===== config.mk =====
export PLATFORM = sky130hd
export DESIGN_NAME = spi_fss_master
export DESIGN_NICKNAME = d
export VERILOG_FILES = /design/src/rtl/spi_fss_pkg.sv /design/src/rtl/spi_fss_clkdiv.sv /design/src/rtl/spi_fss_txq.sv /design/src/rtl/spi_fss_engine.sv /design/src/rtl/spi_fss_master.sv
export SDC_FILE = /design/constraint.sdc
export NUM_CORES = 1
export LEC_CHECK = 0
export ABC_AREA = 0
export BUFFER_PORTS_ARGS = -buffer_cell sky130_fd_sc_hd__buf_2
export CORE_MARGIN = 8
export CORE_UTILIZATION = 59
export CTS_BUF_LIST = sky130_fd_sc_hd__clkbuf_4 sky130_fd_sc_hd__clkbuf_8 sky130_fd_sc_hd__clkbuf_16
export CTS_CLUSTER_DIAMETER = 120
export DETAILED_ROUTE_END_ITERATION = 7
export MAX_ROUTING_LAYER = met4
export PLACE_DENSITY = 0.91
export SLEW_MARGIN = 25
export SYNTH_ARGS = -nofsm -noshare
export SYNTH_HDL_FRONTEND = slang
export SYNTH_HIERARCHICAL = 1
export SYNTH_SLANG_ARGS = --single-unit
export TNS_END_PERCENT = 5

===== constraint.sdc =====
create_clock -name clk -period 4.1 [get_ports clk]
set_clock_uncertainty 0.05 [all_clocks]
set_input_delay 0 -clock clk [delete_from_list [all_inputs] [get_ports clk]]
set_output_delay 0 -clock clk [all_outputs]
set_load 0.05 [all_outputs]

===== src/rtl/spi_fss_pkg.sv =====
package spi_fss_pkg;

    typedef enum logic [1:0] {
        ENG_IDLE  = 2'd0,
        ENG_SHIFT = 2'd1,
        ENG_HOLD  = 2'd2,
        ENG_GAP   = 2'd3
    } eng_state_e;

    typedef struct packed {
        logic sclk;
        logic fss_n;
    } line_state_t;

    function automatic int unsigned width_for(input int unsigned n);
        return (n <= 2) ? 1 : $clog2(n);
    endfunction

endpackage


===== src/rtl/spi_fss_clkdiv.sv =====
module spi_fss_clkdiv #(
    parameter int unsigned HALF_DIV = 2
) (
    input  logic clk,
    input  logic rst,
    input  logic run,
    output logic tick
);
    import spi_fss_pkg::*;

    localparam int unsigned CW = width_for(HALF_DIV);
    localparam logic [CW-1:0] LAST = CW'(HALF_DIV - 1);

    logic [CW-1:0] cnt_q;

    always_ff @(posedge clk) begin
        if (rst || !run) begin
            cnt_q <= '0;
        end else if (cnt_q == LAST) begin
            cnt_q <= '0;
        end else begin
            cnt_q <= cnt_q + 1'b1;
        end
    end

    assign tick = run && (cnt_q == LAST);

    a_r2_div_in_range: assert property (@(posedge clk) disable iff (rst)
        cnt_q <= LAST);

endmodule


===== src/rtl/spi_fss_txq.sv =====
module spi_fss_txq #(
    parameter int unsigned WORD_W = 8,
    parameter int unsigned DEPTH  = 4
) (
    input  logic              clk,
    input  logic              rst,
    input  logic              wr_valid,
    input  logic [WORD_W-1:0] wr_data,
    output logic              wr_ready,
    input  logic              rd_en,
    output logic [WORD_W-1:0] rd_data,
    output logic              empty
);
    import spi_fss_pkg::*;

    localparam int unsigned PW = width_for(DEPTH);
    localparam int unsigned CNW = $clog2(DEPTH + 1);
    localparam logic [PW-1:0] PLAST = PW'(DEPTH - 1);
    localparam logic [CNW-1:0] CFULL = CNW'(DEPTH);

    logic [WORD_W-1:0] mem_q [DEPTH];
    logic [PW-1:0]     wp_q, rp_q;
    logic [CNW-1:0]    cnt_q;
    logic              do_wr;

    assign wr_ready = (cnt_q != CFULL);
    assign empty    = (cnt_q == '0);
    assign do_wr    = wr_valid && wr_ready;
    assign rd_data  = mem_q[rp_q];

    always_ff @(posedge clk) begin
        if (do_wr) begin
            mem_q[wp_q] <= wr_data;
        end
    end

    always_ff @(posedge clk) begin
        if (rst) begin
            wp_q  <= '0;
            rp_q  <= '0;
            cnt_q <= '0;
        end else begin
            if (do_wr) begin
                wp_q <= (wp_q == PLAST) ? '0 : wp_q + 1'b1;
            end
            if (rd_en) begin
                rp_q <= (rp_q == PLAST) ? '0 : rp_q + 1'b1;
            end
            case ({do_wr, rd_en})
                2'b10:   cnt_q <= cnt_q + 1'b1;
                2'b01:   cnt_q <= cnt_q - 1'b1;
                default: cnt_q <= cnt_q;
            endcase
        end
    end

    a_r8_no_overflow: assert property (@(posedge clk) disable iff (rst)
        cnt_q <= CFULL);

    a_r8_no_pop_when_empty: assert property (@(posedge clk) disable iff (rst)
        rd_en |-> (cnt_q != '0));

endmodule


===== src/rtl/spi_fss_engine.sv =====
module spi_fss_engine #(
    parameter int unsigned WORD_W = 8
) (
    input  logic              clk,
    input  logic              rst,
    input  logic              tick,
    input  logic              q_empty,
    input  logic [WORD_W-1:0] q_data,
    output logic              q_pop,
    input  logic              miso,
    output logic              sclk,
    output logic              fss_n,
    output logic              mosi,
    output logic [WORD_W-1:0] rx_data,
    output logic              rx_valid,
    output logic              active
);
    import spi_fss_pkg::*;

    localparam int unsigned EDGES = 2 * WORD_W;
    localparam int unsigned PHW   = $clog2(EDGES + 1);
    localparam logic [PHW-1:0] PH_LAST = PHW'(EDGES - 1);

    eng_state_e        state_q;
    line_state_t       line_q;
    logic [PHW-1:0]    ph_q;
    logic [WORD_W-1:0] tx_sr_q, rx_sr_q, rx_data_q;
    logic              rx_valid_q;
    logic              load;

    always_comb begin
        load = 1'b0;
        if (!q_empty) begin
            if (state_q == ENG_IDLE) begin
                load = 1'b1;
            end else if (state_q == ENG_GAP && tick && ph_q != '0) begin
                load = 1'b1;
            end
        end
    end

    assign q_pop = load;

    always_ff @(posedge clk) begin
        if (rst) begin
            state_q    <= ENG_IDLE;
            line_q     <= '{sclk: 1'b0, fss_n: 1'b1};
            ph_q       <= '0;
            tx_sr_q    <= '0;
            rx_sr_q    <= '0;
            rx_data_q  <= '0;
            rx_valid_q <= 1'b0;
        end else begin
            rx_valid_q <= 1'b0;
            if (load) begin
                tx_sr_q      <= q_data;
                line_q.fss_n <= 1'b0;
                ph_q         <= '0;
                state_q      <= ENG_SHIFT;
            end else begin
                case (state_q)
                    ENG_SHIFT: begin
                        if (tick) begin
                            ph_q <= ph_q + 1'b1;
                            if (!line_q.sclk) begin
                                line_q.sclk <= 1'b1;
                                rx_sr_q     <= {rx_sr_q[WORD_W-2:0], miso};
                            end else begin
                                line_q.sclk <= 1'b0;
                                tx_sr_q     <= {tx_sr_q[WORD_W-2:0], 1'b0};
                                if (ph_q == PH_LAST) begin
                                    state_q <= ENG_HOLD;
                                end
                            end
                        end
                    end
                    ENG_HOLD: begin
                        if (tick) begin
                            line_q.fss_n <= 1'b1;
                            rx_data_q    <= rx_sr_q;
                            rx_valid_q   <= 1'b1;
                            ph_q         <= '0;
                            state_q      <= ENG_GAP;
                        end
                    end
                    ENG_GAP: begin
                        if (tick) begin
                            if (ph_q == '0) begin
                                ph_q <= 1;
                            end else begin
                                state_q <= ENG_IDLE;
                            end
                        end
                    end
                    default: ;
                endcase
            end
        end
    end

    assign sclk     = line_q.sclk;
    assign fss_n    = line_q.fss_n;
    assign mosi     = tx_sr_q[WORD_W-1];
    assign rx_data  = rx_data_q;
    assign rx_valid = rx_valid_q;
    assign active   = (state_q != ENG_IDLE);

    a_r4_strobe_on_fss_rise: assert property (@(posedge clk) disable iff (rst)
        rx_valid_q |-> (line_q.fss_n && !$past(line_q.fss_n)));

    a_r6_clock_low_when_deselected: assert property (@(posedge clk) disable iff (rst)
        line_q.fss_n |-> !line_q.sclk);

    a_r2_clock_moves_on_tick: assert property (@(posedge clk) disable iff (rst)
        !tick |=> $stable(line_q.sclk));

endmodule


===== src/rtl/spi_fss_master.sv =====
module spi_fss_master #(
    parameter int unsigned WORD_W      = 8,
    parameter int unsigned HALF_DIV    = 2,
    parameter int unsigned QUEUE_DEPTH = 4
) (
    input  logic              clk,
    input  logic              rst,
    input  logic              in_valid,
    input  logic [WORD_W-1:0] in_data,
    output logic              in_ready,
    output logic [WORD_W-1:0] rx_data,
    output logic              rx_valid,
    output logic              busy,
    output logic              sclk,
    output logic              mosi,
    input  logic              miso,
    output logic              fss_n
);

    logic              q_empty, q_pop, tick, active;
    logic [WORD_W-1:0] q_data;

    spi_fss_txq #(.WORD_W(WORD_W), .DEPTH(QUEUE_DEPTH)) u_txq (
        .clk      (clk),
        .rst      (rst),
        .wr_valid (in_valid),
        .wr_data  (in_data),
        .wr_ready (in_ready),
        .rd_en    (q_pop),
        .rd_data  (q_data),
        .empty    (q_empty)
    );

    spi_fss_clkdiv #(.HALF_DIV(HALF_DIV)) u_div (
        .clk  (clk),
        .rst  (rst),
        .run  (active),
        .tick (tick)
    );

    spi_fss_engine #(.WORD_W(WORD_W)) u_eng (
        .clk      (clk),
        .rst      (rst),
        .tick     (tick),
        .q_empty  (q_empty),
        .q_data   (q_data),
        .q_pop    (q_pop),
        .miso     (miso),
        .sclk     (sclk),
        .fss_n    (fss_n),
        .mosi     (mosi),
        .rx_data  (rx_data),
        .rx_valid (rx_valid),
        .active   (active)
    );

    assign busy = active;

    a_r7_idle_deselected: assert property (@(posedge clk) disable iff (rst)
        !busy |-> fss_n);

    a_r7_selected_means_busy: assert property (@(posedge clk) disable iff (rst)
        !fss_n |-> busy);

endmodule


==> results.md, run 1 <==
- Tmin final: roughly 3500 ps
- Met3 Use GR: 0.0349
- H-Tree Depth: 3
- TNS Setup: 0 ps
- Mapped Area: 3310 µm²
- First-pass GRT wire length: about 11000 µm
- IO Pins: 26
- Buf/Inv on CP: 4
- Combinational share of power: 0.353
- Antenna violations before repair: 0
- Count leader, synth: dfxtp_1
- Hold Vio Cnt, Final: 0
- Met1 usage: 0.182
- Synth Register Bits: 76
- # fillers: 377
- N_diodes: 0
- Register area share after synthesis: 0.556
- Core ar.: around 5500 µm²
- Vias: 2186
- Clock power frac: 0.228
- Crit path max-delay cell type: or3_2
- Crit path max-delay family: adder cells
- GPL Wtd Cong: between 0.8 and 0.9
- Area contributors post-synth: edfxtp_1 (29%), dfxtp_1 (27%), mux2i_1 (7.9%)
- Pwr Total: around 0.0024 W
- Number of nets in the layout: around 330
- # setup viols final: 0
- Fin util: 0.676
- Critical path data arrival time: between 3000 and 4000 ps
- Primary FF master, synth: dfxtp_1
- Fmax: between 200 and 300 MHz
- Vias in the first global route: about 2200
- DP Wirelength: between 4000 and 5000 µm
- Clock Path Buffers: 2
- Top cell by count, worst path: inv_1
- Critical Path Start Type: flip-flop
- TritonRoute pass-1 iters: 4
- Largest net degree at the start of global routing: 22
- Post-Route WL: 6730 µm
- Die height: 90.9 µm
- P_int: 0.00150 W
- Worst Max-Slew Pin Slew: 686 ps
- Kind of critical path: flip-flop to flip-flop
- # clock sinks: 76
- DP Worst Slack: 708 ps
- Crit end category: flip-flop
- Starting DRT DRC Count: approximately 150
- Share of cells above drive strength 1: 0.207
- FFs w/ async S/R, synth: 0
- ANT nets after route: 0
- GRT met2 Usage: 0.288
- Worst-path clk slew: roughly 80 ps
- Die area: just over 8000 µm²
- Static Leakage: 1.48 nW
- Total of max-cap violations: 0
- Post-synth EDFFs: 32
- Wire length per cell: between 15 and 20 µm
- Slew Viols, Final: 0
- Area growth syn-to-layout: 11.8%
- Hold crit path type: input port to flip-flop
- Post-synth cell types: 52
- Max rail drop VDD: approximately 0.43 mV
- Worst skew pair latency: 340 ps
- Most Crowded Layer GR: met2
- Top post-synthesis cells by count: dfxtp_1 (44), edfxtp_1 (32), mux2i_1 (26)
- RSZ-0062 raised after global routing: no
- Global route overflow: 0
- Resized Gates After CTS: 0
- Final period utilization: 0.862
- Post-route setup slack: between 500 and 600 ps
- Max FO, Critical Path: 18
- Worst EP required: approximately 4300 ps
- Slew Limit Headroom: 0.539
- Die width: 90.9 µm
- Area leader, netlist: edfxtp_1
- Status: complete, no violations
- Port bufs: 25
- Seq pwr share: 0.418
- Synth warn: 6
- Global Route Usage Sum: 0.171
- Critical path's largest stage delay: approximately 420 ps
- DP Cell Count: 350
- Initial Util: 0.605
- Rows: 27
- Share of the synthesized area in the top cell type: 0.290
- Pwr Density: between 600 and 700 nW/µm²
- Syn Nets: approximately 290
- Net Sw Frac: 0.367
- Crit-path cells: inv_1, ha_1, inv_1, and2_2, nand3b_1, o21a_1, inv_2, ha_1, inv_1, fa_1, xor2_1, or3_2, a21oi_1
- CTS tree: built
- Root buf cell: clkbuf_8
- R2R Setup Slk: around 570 ps
- Post-Layout Cell Count: roughly 380
- Drc violations: 0
- Mean post-synth cell area: between 10 and 15 µm²
- P_sw: approximately 0.00087 W
- Drt via density: 5.81
- Cells after synthesis: roughly 270
- CTS buffer count: 9
per-layer routing:
layer  vias to the layer above  routed length [µm]
li1                       1025                   -
met1                      1077                2720
met2                        68                3500
met3                        16                 288
met4                         0                 212
met5                         -                   0
per-stage QoR:
step	cell area (µm²)	hold slack, ps
2_1_floorplan	3310	20.7
3_3_place_gp	3410	163
3_5_place_dp	3410	173
4_1_cts	3700	23.6
5_1_grt	3700	30.6
6_report	3700	23.5
worst paths after layout:
kind | start | to | cells past startpoint
min reg2reg | u_div/cnt_q | u_div/cnt_q | 1
max reg2reg | u_eng/state_q[1] | u_txq/cnt_q[2] | 13
min | rst | u_txq/cnt_q[1] | 2
max | u_eng/state_q[1] | u_txq/cnt_q[2] | 13
sequential cells by signal (all words and copies together), names as in the netlist, 2 cells and up, named ones only:
name,count
u_txq/mem_q,32
u_eng/rx_data,8
u_eng/rx_sr_q,8
u_eng/tx_sr_q,8
u_eng/ph_q,5
u_txq/cnt_q,3
u_eng/state_q,2
u_txq/rp_q,2
u_txq/wp_q,2
timing repair:
item | CTS | global route
buffers inserted | 0 | 0
hold buffers | 10 | 0
endpoints found under the hold margin | 35 | 0
logic make-up (layout without fill, tap and decap cells):
family | Yosys count | after routing | share of synthesized area
DFF | 76 | 76 | 0.556
and+or+nand+nor | 72 | 72 | 0.113
AOI/OAI and AO/OA | 40 | 40 | 0.0858
muxes | 34 | 34 | 0.133
buffers and inverters | 28 | 66 | 0.0510
adders and majority gates | 14 | 14 | 0.0552
xor gates and xnor gates | 2 | 2 | 0.00529
worst register-to-register path, delay by kind of cell (launching register included):
family                   cells  cell delay [ps]
flip-flops                   1              390
buffers and inverters        4              580
AO/OA/AOI/OAI                2              560
XOR/XNOR                     1              180
adder cells (fa/ha/maj)      3              920
AND/OR/NAND/NOR              3              800
power groups by stage:
stage	clock [W]	sequential (W)	combinational, W
after detailed placement	0	0.00100	0.000798
after floorplan	0	0.000992	0.000662
final	0.000540	0.000989	0.000836
after CTS	0.000546	0.000987	0.000822
after global placement	0	0.000991	0.000757
after global routing	0.000579	0.00100	0.000900
final cells by class:
class / count / area, µm² / share of cell area
flip-flops and latches: 76 / 1840 / 0.498
multi-input cells: 162 / 1300 / 0.351
repair buffers: 35 / 225 / 0.0609
clock buffers: 10 / 131 / 0.0355
inverters: 15 / 56.3 / 0.0152
clock inverters: 6 / 55.1 / 0.0149
well taps: 72 / 90.1 / 0.0243
layout by cell type, fill, tap and decap left out, drive strengths merged, types with 2 or more instances in the layout:
master / count
o21ai: 7
ha: 13
mux2i: 26
inv: 15
nand3: 5
edfxtp: 32
nor2: 16
buf: 25
mux4: 8
a211oi: 7
clkbuf: 10
dfxtp: 44
nand3b: 2
nor3b: 2
nor3: 5
nand2: 25
a211o: 2
xor2: 2
or3: 3
and3: 5
dlygate4sd3: 10
a21oi: 13
o21a: 2
clkinv: 4
nand2b: 2
(Power assumes the default switching activity.)
==> run 2, diff against run 1 <==
==> constraint.sdc (replaced) <==
create_clock -name clk -period 3.7 [get_ports clk]
set_clock_uncertainty 0.05 [all_clocks]
set_input_delay 0 -clock clk [delete_from_list [all_inputs] [get_ports clk]]
set_output_delay 0 -clock clk [all_outputs]
set_load 0.05 [all_outputs]
==> results.md, run 2 (synthesis results as in run 1) <==
- IO Pins: 26
- Worst-path clk slew: around 80 ps
- Pwr Density: roughly 700 nW/µm²
- TritonRoute pass-1 iters: 4
- Largest net degree at the start of global routing: 22
- Setup Buffers After CTS: 0
- Critical path data arrival time: 3350 ps
- Worst skew pair latency: between 300 and 400 ps
- Wire length per cell: 16.1 µm
- Antenna violations before repair: 0
- Critical Path Start Type: flip-flop
- Vias in the first global route: 2070
- Net Sw Frac: 0.361
- N_diodes: 0
- DP Wirelength: 4210 µm
- Commonest cells after routing, fill and taps aside: dfxtp_1 (44), edfxtp_1 (32), mux2i_1 (26)
- P_int: around 0.0017 W
- Post-Route WL: 6090 µm
- GPL Wtd Cong: 0.839
- Area growth syn-to-layout: 12.6%
- Die area: a little over 8000 µm²
- Largest Register: u_txq/mem_q
- Critical path's largest stage delay: between 400 and 500 ps
- Number of nets in the layout: between 300 and 400
- Max FO, Critical Path: 9
- First-pass GRT wire length: 10000 µm
- Crit path from: u_eng/state_q[1]
- Max rail drop VDD: about 0.35 mV
- H-Tree Depth: 3
- DP Worst Slack: 646 ps
- Core ar.: ~5500 µm²
- Pwr Total: 0.00262 W
- Hold Crit Start: in_data[6]
- ANT nets after route: 0
- Top cell by count, worst path: inv_1
- # clock sinks: 76
- Crit end category: flip-flop
- Hold crit path type: input port to flip-flop
- Worst EP required: 3920 ps
- Resized Gates After CTS: 0
- Crit-path cells: inv_1, ha_1, inv_1, and2_2, nand3b_1, o21a_1, inv_2, ha_1, inv_1, fa_1, xor2_1, or3_2, a21oi_1
- Commonest non-fill, non-tap cell in the layout: dfxtp_1
- Final period utilization: 0.845
- Die height: a little over 90 µm
- CTS buffer count: 9
- Root buf cell: clkbuf_8
- Global Route Usage Sum: 0.159
- RSZ-0062 raised after global routing: no
- Combinational share of power: 0.347
- Crit path max-delay cell type: or3_2
- Global route overflow: 0
- Die width: around 90 µm
- Drc violations: 0
- Rows: 27
- Drt via density: ~5.6
- Slew Viols, Final: 0
- DP Cell Count: 351
- Total of max-cap violations: 0
- Hold WS: around 360 ps
- CTS tree: built
- Clock Path Buffers: 2
- Worst R2R Start: u_eng/state_q[1]
- R2R Setup Slk: 570 ps
- Vias: 2108
- Post-Layout Cell Count: ~380
- Fmax: 320 MHz
- Port bufs: 25
- P_sw: between 0.0009 and 0.001 W
- Kind of critical path: flip-flop to flip-flop
- Crit path max-delay family: adder cells
- Tmin final: ~3100 ps
- # setup viols final: 0
- Starting DRT DRC Count: 126
- Post-route setup slack: 574 ps
- Clock power frac: 0.237
- Slew Limit Headroom: 0.598
- Worst Max-Slew Pin Slew: roughly 600 ps
- Cts hold-fix bufs: 11
- Initial Util: 0.605
- Max reg flops: 32
- Status: complete, no violations
- Static Leakage: between 1 and 1.5 nW
- TNS Setup: 0 ps
- Share of cells above drive strength 1: 0.216
- Hold Vio Cnt, Final: 0
- Buf/Inv on CP: 4
- Seq pwr share: 0.415
## run 2: changes by cell type in the layout (fill, tap and decap cells not counted), sizes merged
cell,change
clkinvlp,+1
clkinv,-1
buf,+1
dlygate4sd3,+1
## run 2: per-stage QoR
| step | instance area [µm²] | utilization |
|---|---|---|
| CTS | 3730 | 0.681 |
| global route | 3730 | 0.681 |
| detailed placement | 3420 | 0.625 |
| floorplan | 3310 | - |
| global placement | 3420 | 0.625 |
| finish | 3730 | 0.681 |
## run 2: area by class of cell
cell class                      instances  area, µm²
Timing Repair Buffer                   37        243
Sequential cell                        76       1840
Clock inverter                          6       65.1
Multi-Input combinational cell        162       1300
Tap cell                               72       90.1
Clock buffer                           10        131
Inverter                               15       56.3
Fill cell                             392       1750
## run 2: worst reg2reg max path, cell delays in order, from the launching register on
cell	delay [ps]
dfxtp_1	380
inv_1	100
ha_1	260
inv_1	140
and2_2	250
nand3b_1	130
o21a_1	240
inv_2	140
ha_1	210
inv_1	70
fa_1	370
xor2_1	160
or3_2	410
a21oi_1	160
## run 2: final timing paths
kind                                          end  depth (start not counted)
worst max-delay path               u_txq/cnt_q[2]                         13
worst min-delay path            u_txq/mem_q[3][6]                          2
worst max register to register     u_txq/cnt_q[2]                         13
worst min register to register        u_div/cnt_q                          1
## run 2: metal layers
metal	track usage	share of wire
met4	0.0655	0.017
met2	0.255	0.50
met5	-	0
met1	0.180	0.44
met3	0.0499	0.042
## run 2: power by group through the flow
stage               registers, W  clock network [W]  logic, W
floorplan                0.00110                  0  0.000734
global placement         0.00110                  0  0.000850
detailed placement       0.00111                  0  0.000887
CTS                      0.00109           0.000631  0.000908
global route             0.00110           0.000665   0.00100
finish                   0.00109           0.000622  0.000910
